$ cat src/rtl/sdac_rx_pkg.sv
package sdac_rx_pkg;

    typedef enum logic {
        FRM_DSP = 1'b0,
        FRM_MCU = 1'b1
    } frm_mode_e;

    typedef struct packed {
        logic sclk_fall;
        logic fs_fall;
        logic fs_rise;
        logic fs_lvl;
        logic din;
    } ser_evt_t;

endpackage

$ cat src/rtl/sdac_sync.sv
module sdac_sync
    import sdac_rx_pkg::*;
#(
    parameter int unsigned STAGES = 2
) (
    input  logic     clk,
    input  logic     rst_n,
    input  logic     sclk_i,
    input  logic     fs_i,
    input  logic     din_i,
    output ser_evt_t evt_o
);

    localparam int unsigned NSIG = 3;

    typedef struct packed {
        logic [STAGES-1:0][NSIG-1:0] pipe;
        logic [NSIG-1:0]             prev;
    } sync_t;

    sync_t s_d, s_q;
    logic [NSIG-1:0] cur, prv;

    always_comb begin
        s_d      = s_q;
        s_d.pipe = {s_q.pipe[STAGES-2:0], {fs_i, sclk_i, din_i}};
        s_d.prev = s_q.pipe[STAGES-1];
    end

    always_ff @(posedge clk) begin
        if (!rst_n) s_q <= '0;
        else        s_q <= s_d;
    end

    assign cur = s_q.pipe[STAGES-1];
    assign prv = s_q.prev;

    always_comb begin
        evt_o.sclk_fall = prv[1] & ~cur[1];
        evt_o.fs_fall   = prv[2] & ~cur[2];
        evt_o.fs_rise   = ~prv[2] & cur[2];
        evt_o.fs_lvl    = cur[2];
        evt_o.din       = cur[0];
    end


    sclk_oversample_chk: assert property (@(posedge clk) disable iff (!rst_n)
        evt_o.sclk_fall |=> !evt_o.sclk_fall);

endmodule

$ cat src/rtl/sdac_framer.sv
module sdac_framer
    import sdac_rx_pkg::*;
#(
    parameter int unsigned W = 16
) (
    input  logic      clk,
    input  logic      rst_n,
    input  frm_mode_e mode_i,
    input  ser_evt_t  evt_i,
    output logic [W-1:0] word_o,
    output logic         valid_o
);

    localparam int unsigned CW = $clog2(W + 1);

    typedef struct packed {
        logic          active;
        logic          armed;
        logic          done;
        logic [CW-1:0] cnt;
        logic [W-1:0]  shreg;
        logic [W-1:0]  word;
        logic          valid;
    } frm_t;

    frm_t f_d, f_q;
    logic [W-1:0] shifted;

    assign shifted = {f_q.shreg[W-2:0], evt_i.din};

    always_comb begin
        f_d       = f_q;
        f_d.valid = 1'b0;
        if (evt_i.sclk_fall && evt_i.fs_lvl) f_d.armed = 1'b1;
        if (evt_i.fs_fall) begin
            if (mode_i == FRM_MCU || f_q.armed || f_q.active) begin
                f_d.active = 1'b1;
                f_d.cnt    = '0;
                f_d.done   = 1'b0;
            end
            f_d.armed = 1'b0;
        end else if (mode_i == FRM_MCU && evt_i.fs_rise) begin
            if (f_q.done) begin
                f_d.word  = f_q.shreg;
                f_d.valid = 1'b1;
            end
            f_d.active = 1'b0;
            f_d.done   = 1'b0;
        end else if (f_q.active && evt_i.sclk_fall) begin
            f_d.shreg = shifted;
            f_d.cnt   = f_q.cnt + CW'(1);
            if (f_q.cnt == CW'(W - 1)) begin
                f_d.active = 1'b0;
                if (mode_i == FRM_MCU) begin
                    f_d.done = 1'b1;
                end else begin
                    f_d.word  = shifted;
                    f_d.valid = 1'b1;
                end
            end
        end
    end

    always_ff @(posedge clk) begin
        if (!rst_n) f_q <= '0;
        else        f_q <= f_d;
    end

    assign word_o  = f_q.word;
    assign valid_o = f_q.valid;


    valid_single_chk: assert property (@(posedge clk) disable iff (!rst_n)
        f_q.valid |=> !f_q.valid);


    word_hold_chk: assert property (@(posedge clk) disable iff (!rst_n)
        (f_q.word != $past(f_q.word)) |-> f_q.valid);


    cnt_range_chk: assert property (@(posedge clk) disable iff (!rst_n)
        f_q.cnt <= CW'(W));


    mcu_commit_chk: assert property (@(posedge clk) disable iff (!rst_n)
        (f_q.valid && $past(mode_i == FRM_MCU)) |-> $past(evt_i.fs_rise));


    restart_chk: assert property (@(posedge clk) disable iff (!rst_n)
        (evt_i.fs_fall && mode_i == FRM_MCU) |=> (f_q.cnt == '0 && f_q.active));

endmodule

$ cat src/rtl/sdac_chain.sv
module sdac_chain #(
    parameter int unsigned DEPTH = 16
) (
    input  logic clk,
    input  logic rst_n,
    input  logic en_i,
    input  logic sclk_fall_i,
    input  logic din_i,
    output logic dout_o
);

    typedef struct packed {
        logic [DEPTH-1:0] dly;
        logic             out;
    } chain_t;

    chain_t c_d, c_q;

    always_comb begin
        c_d = c_q;
        if (sclk_fall_i) begin
            c_d.out = c_q.dly[DEPTH-1];
            c_d.dly = {c_q.dly[DEPTH-2:0], din_i};
        end
    end

    always_ff @(posedge clk) begin
        if (!rst_n) c_q <= '0;
        else        c_q <= c_d;
    end

    assign dout_o = en_i & c_q.out;


    dout_step_chk: assert property (@(posedge clk) disable iff (!rst_n)
        (c_q.out != $past(c_q.out)) |-> $past(sclk_fall_i));

endmodule

$ cat src/rtl/sdac_frame_rx.sv
module sdac_frame_rx
    import sdac_rx_pkg::*;
#(
    parameter int unsigned FRAME_BITS  = 16,
    parameter int unsigned SYNC_STAGES = 2,
    parameter int unsigned CHAIN_DEPTH = FRAME_BITS
) (
    input  logic                  clk,
    input  logic                  rst_n,
    input  logic                  mode_mcu,
    input  logic                  chain_en,
    input  logic                  sclk_in,
    input  logic                  din_in,
    input  logic                  fs_in,
    output logic [FRAME_BITS-1:0] word_o,
    output logic                  word_valid_o,
    output logic                  dout_o
);

    ser_evt_t  evt;
    frm_mode_e mode;

    assign mode = frm_mode_e'(mode_mcu);

    sdac_sync #(.STAGES(SYNC_STAGES)) u_sync (
        .clk    (clk),
        .rst_n  (rst_n),
        .sclk_i (sclk_in),
        .fs_i   (fs_in),
        .din_i  (din_in),
        .evt_o  (evt)
    );

    sdac_framer #(.W(FRAME_BITS)) u_framer (
        .clk     (clk),
        .rst_n   (rst_n),
        .mode_i  (mode),
        .evt_i   (evt),
        .word_o  (word_o),
        .valid_o (word_valid_o)
    );

    sdac_chain #(.DEPTH(CHAIN_DEPTH)) u_chain (
        .clk         (clk),
        .rst_n       (rst_n),
        .en_i        (chain_en),
        .sclk_fall_i (evt.sclk_fall),
        .din_i       (evt.din),
        .dout_o      (dout_o)
    );

endmodule

$ cat config.mk
export PLATFORM = sky130hd
export DESIGN_NAME = sdac_frame_rx
export DESIGN_NICKNAME = d
export VERILOG_FILES = /design/src/rtl/sdac_rx_pkg.sv /design/src/rtl/sdac_sync.sv /design/src/rtl/sdac_framer.sv /design/src/rtl/sdac_chain.sv /design/src/rtl/sdac_frame_rx.sv
export SDC_FILE = /design/constraint.sdc
export NUM_CORES = 1
export LEC_CHECK = 0
export BUFFER_PORTS_ARGS = -buffer_cell sky130_fd_sc_hd__buf_4
export CELL_PAD_IN_SITES_DETAIL_PLACEMENT = 1
export CELL_PAD_IN_SITES_GLOBAL_PLACEMENT = 1
export CORE_ASPECT_RATIO = 1.75
export CORE_UTILIZATION = 44
export CTS_CLUSTER_SIZE = 25
export DETAILED_ROUTE_END_ITERATION = 16
export GPL_ROUTABILITY_DRIVEN = 0
export PLACE_DENSITY = 0.77
export SETUP_SLACK_MARGIN = 0.4
export SLEW_MARGIN = 25
export SYNTH_ARGS = -nofsm -noshare
export SYNTH_HDL_FRONTEND = slang
export SYNTH_SLANG_ARGS = --single-unit
$ cat constraint.sdc
create_clock -name clk -period 2.1 [get_ports clk]
set_input_delay 0.42 -clock clk [delete_from_list [all_inputs] [get_ports clk]]
set_output_delay 0.42 -clock clk [all_outputs]
set_load 0.02 [all_outputs]
## After elaboration in Yosys (flattened, before gate mapping)

Index checks and enable logic that the tools add are counted.

| cells by class | value |
|---|---|
| add/sub/neg operators | 1 |
| eq/ne operators | 5 |
| multiplexer cells | 16 |
| bitwise gates (word level) | 10 |
| reductions and logical operators | 17 |

Operator list:

| cell | number |
|---|---|
| $mux W17 | 4 |
| $mux W39 | 1 |
| $mux W21 | 1 |
| $mux W6 | 2 |
| $reduce_and A3 Y1 | 3 |
| $reduce_bool A3 Y1 | 3 |
| $mux W1 | 8 |
| $ne A2 B1 Y1 const B | 3 |
| $not A1 Y1 | 6 |
| $reduce_bool A2 Y1 | 3 |
| $add A5 B1 Y5 const B | 1 |
| $eq A5 B4 Y1 const B | 1 |
| $reduce_and A5 Y1 | 1 |
| $and A1 B1 Y1 | 4 |
| $reduce_and A4 Y1 | 1 |
| $logic_and A1 B1 Y1 | 3 |
| $logic_or A1 B1 Y1 | 2 |
| $ne A2 B2 Y1 const B | 1 |
| $reduce_or A2 Y1 | 1 |

| word-level totals | value |
|---|---|
| bits in registers | 67 |
| output and inout port bits | 18 |
| word-level logic and storage cells | 61 |

## Logic depth before layout (Yosys ltp)

| depth | value |
|---|---|
| depth in word-level cells | 6 |
| mapped depth | 9 |

## Modules after synthesis

Synthesis repeated with hierarchy kept, for this count alone.

| unflattened totals | value |
|---|---|
| cell total of the unflattened synthesis | 288 |
| area total of the unflattened synthesis | 2825.2 um^2 |

Modules (own cells, without submodules):

| module | instances | cells an instance | area an instance (um^2) |
|---|---|---|---|
| sdac_framer | 1 | 212 | 1923.1 |
| sdac_chain | 1 | 55 | 658.1 |
| sdac_sync | 1 | 21 | 244.0 |

## Worst setup path after synthesis

Ideal clock, no wire load.

| timing path | value |
|---|---|
| kind | register to register |
| start point | register u_framer.f_q[33] (netlist bit) |
| end point | register u_framer.f_q (netlist bit u_framer.word_o[10]) |
| setup time | 0.086 ns |
| arrival time | 1.780 ns |
| slack | 0.234 ns |
| stages on the path, launching flop included | 10 |
| path buffers | 3 |
| cell sequence | dfxtp_1 > ha_1 > and3_1 > ha_1 > nand2b_1 > buf_2 > or3_4 > buf_6 > buf_6 > a211oi_1 |

| on the way | value |
|---|---|
| cells in the longest elaborated chain, start to end | 3 |

RTL lines:

| what | line | text |
|---|---|---|
| start: declaration | sdac_framer.sv:26 | `frm_t f_d, f_q;` |
| start signal: assignment | sdac_framer.sv:65 | `if (!rst_n) f_q <= '0;` |
| start signal: assignment | sdac_framer.sv:66 | `else f_q <= f_d;` |
| $eq A5 B4 Y1 | sdac_framer.sv:52 | `if (f_q.cnt == CW'(W - 1)) begin` |
| $reduce_bool A2 Y1 (no line) | n/a |  |
| $reduce_and A5 Y1 (no line) | n/a |  |

No other way between the ends.
A chain may end at the register's enable or synchronous reset.

## Worst setup path after layout

| timing path | value |
|---|---|
| start point | register u_framer.f_q[34] (netlist bit) |
| end point | register u_framer.f_q (netlist bit u_framer.word_o[1]) |

Same word-level chain as after synthesis.

==> metrics.csv <==
stage;metric;value;unit
run_status;outcome;complete, no violations;
synth;Syn Std Cell Area;2790;um2
timing;worst slew pin tran;0.633;ns
timing;min Tclk post-route;1.67;ns
clocking;htree depth;3;
die;Core Box Area;6130;um2
synth;predominant post-synthesis flop cell;dfxtp_1;
global_routing;vias in the first global route;2276;
critical_path;Critical Path AT;1.88;ns
timing;post-route clock skew;0.00971;ns
die;I/O pins;25;
synth;count of mapped cells out of synthesis;317;
die;die height;107;um
hold_path;type of the worst min-delay path;primary input to flip-flop;
timing;RSZ-0062 raised after global routing;true;
clocking;CTS buffer count;9;
clocking;Clock Tree Root;clkbuf_8;
timing;# setup viols final;0;
timing;PnR worst setup slack;0.428;ns
clocking;Clk Latency, worst-skew pair;0.34;ns
critical_path;CP delay by family, top;simple AND/OR/NAND/NOR gates;
global_routing;first-pass GRT wire length;10.2;mm
timing;Slew Limit Fails;0;
global_routing;GRT Total Usage;19.3;%
critical_path;worst endpoint required time;2.30;ns
synth;sequential-to-total area share from yosys stat;47.4;%
critical_path;Slowest-stage cell, CP;nor4_1;
layout;multi-input logic area;1330;um2
clocking;CTS max path bufs;2;
place;Detailed Place HPWL;4.08;mm
timing;Max Freq;0.598;GHz
clocking;clk slew on worst S/H paths;0.07;ns
layout;share of cells above drive strength 1;23.5;%
global_routing;initial antenna violation count;0;
critical_path;crit path cell chain;ha_4 -> and3_4 -> ha_4 -> nand2b_4 -> buf_4 -> nor4_1 -> a211oi_2;
die;Initial Utilization;45.4;%
critical_path;crit path max fanout;17;
critical_path;Buf/Inv on CP;1;
critical_path;CP endpoint kind;flip-flop;
pwr;pwr/cell area;731;nW/um2
synth;syn avg cell area;8.79;um2
layout;Fill cells;722;
timing;final hold vios;0;
die;Rows;38;
routing;number of DRC markers in iteration 0;87;
clocking;TritonCTS Sinks;66;
global_routing;largest net degree at the start of global routing;33;
pwr;Peak supply drop;514;uV
critical_path;CP peak stage delay;0.37;ns
routing;Pre-antenna DRT Iters;4;
layout;sequential cell area;1330;um2
global_routing;Congestion Overflow GR;0;
routing;DR WL/cell;14.9;um
timing;final setup TNS;0;ns
clocking;TritonCTS clock tree;yes;
layout;Syn-to-layout area delta;16.7;%
synth;number of synthesized register bits;66;
flow_run;Max Cap Viol;0;
layout;# diodes;0;
critical_path;startpoint types;flip-flop;
synth;Yosys cell types;41;
critical_path;critical path's most frequent cell;ha_4;
routing;post-route ant nets;0;
routing;drt total wl;6.07;mm
synth;Syn. warnings;0;
pwr;total power draw;2.38;mW
layout;fin nets;332;
place;pre-CTS WS;0.384;ns
critical_path;Setup CP Type;flip-flop to flip-flop;
die;Die Wd;62.2;um
routing;drc violations;0;
synth;Async SR Flop Fraction;0;%
routing;vias;2271;
timing;Final period util;79.6;%
place;Port Buffers;24;
routing;vias per inst;5.57;
synth;Post-synth EDFFs;0;
synth;Syn Nets;326;
die;Die Footprint;6670;um2
clocking;CTS Hold Bufs;0;
timing;relative slew slack;57.8;%
pwr;Pleak;1.11;nW
## what timing repair did
action / CTS / global route
cloned: 0 / 1
pin swaps: 0 / 3
setup endpoints to repair: 2 / 12
setup buffers: 0 / 4
resized for setup: 0 / 9
## worst paths after layout
path / from / to / slack [ns] / cells after the start
max: u_framer.f_q[34] / u_framer.word_o[1] / 0.43 / 7
min reg2reg: u_sync.s_d[8] / u_sync.cur[2] / 0.44 / 1
min: sclk_in / u_sync.s_d[7] / 0.29 / 2
max reg2reg: u_framer.f_q[34] / u_framer.word_o[1] / 0.43 / 7
## final cells by class
type                       count  area share (%)
clock buffer                  15            6.04
timing repair buffer          37            8.54
inverter                       3           0.346
multi-input combinational    206            41.0
clock inverter                 1           0.154
tap                           80            3.08
sequential                    66            40.9
## per-layer routing
metal / track usage, % / vias up / wire length, um
met1: 18.8 / 1126 / 2370
met2: 36.2 / 29 / 3370
li1: - / 1104 / -
met3: 4.24 / 12 / 165
met5: 0 / - / 0
met4: 12.5 / 0 / 165
## synthesized netlist by cell type, types with 2 or more instances
library cell	instances	area [um2]
a211oi_1	18	135
a21oi_1	17	85.1
and2_1	9	56.3
and3_1	2	12.5
buf_2	5	25.0
buf_4	16	120
buf_6	3	33.8
clkbuf_1	18	67.6
dfxtp_1	66	1320
ha_1	2	25.0
inv_1	3	11.3
mux2i_1	18	180
nand2_1	53	199
nand2b_1	4	25.0
nand4b_1	3	26.3
nor2_1	19	71.3
nor2b_1	2	12.5
nor3_1	2	10.0
nor4_1	16	100
o211ai_1	4	30.0
o21ai_0	17	85.1
## placed cells by master (no fill, tap or decap), types with 2 or more instances in the layout
cell type  Yosys  final
dfxtp_1       66     64
nand2_1       53     53
buf_4         16     37
nor2_1        19     19
mux2i_1       18     18
a21oi_1       17     17
o21ai_0       17     17
nor4_1        16     16
a211oi_2       0     15
clkbuf_8       0     14
and2_1         9      9
o211ai_1       4      4
inv_1          3      3
nand2b_1       4      3
nand4b_1       3      3
a211oi_1      18      3
nor2b_1        2      2
or3_4          1      2
ha_4           0      2
dfxtp_4        0      2
## kinds of logic (layout without fill, tap and decap cells)
logic type,count (synthesis),after routing,synth area share [%]
buffers and inverters,46,56,9.38
AOI/OAI and AO/OA,65,65,14.7
muxes,18,18,6.47
and+or+nand+nor,120,121,21.2
DFF,66,66,47.4
adders and majority gates,2,2,0.898
## through the flow
step,cells,util (%),hold slack (ns),cell area [um2]
finish,408,53.0,0.293,3250
global route,408,53.0,0.283,3250
global placement,387,48.4,0.415,2970
detailed placement,387,48.4,0.424,2970
CTS,403,51.7,0.270,3170
floorplan,317,-,0.412,2880
## worst register-to-register path, delay by kind of cell (launching register included)
kind,cells,cell delay (ns)
flops,1,0.36
buf+inv,1,0.20
fa+ha+maj,2,0.27
compound gates,1,0.09
simple gates,3,0.63
## state kept, by name (all words and copies together) (netlist names)
register / cells
u_sync.s_d: 3
u_chain.c_q: 17
u_framer.valid_o: 1
u_sync.cur: 3
u_sync.prv: 2
u_framer.f_q: 24
u_framer.word_o: 16
## where the power goes
group	leakage (nW)	switching, mW	internal, mW	total [mW]
Combinational	0.471	0.0476	0.0257	0.0733
Sequential	0.534	0.00600	1.26	1.26
Clock	0.106	0.452	0.589	1.04
Total	1.11	0.505	1.87	2.38
(Power assumes the default switching activity.)
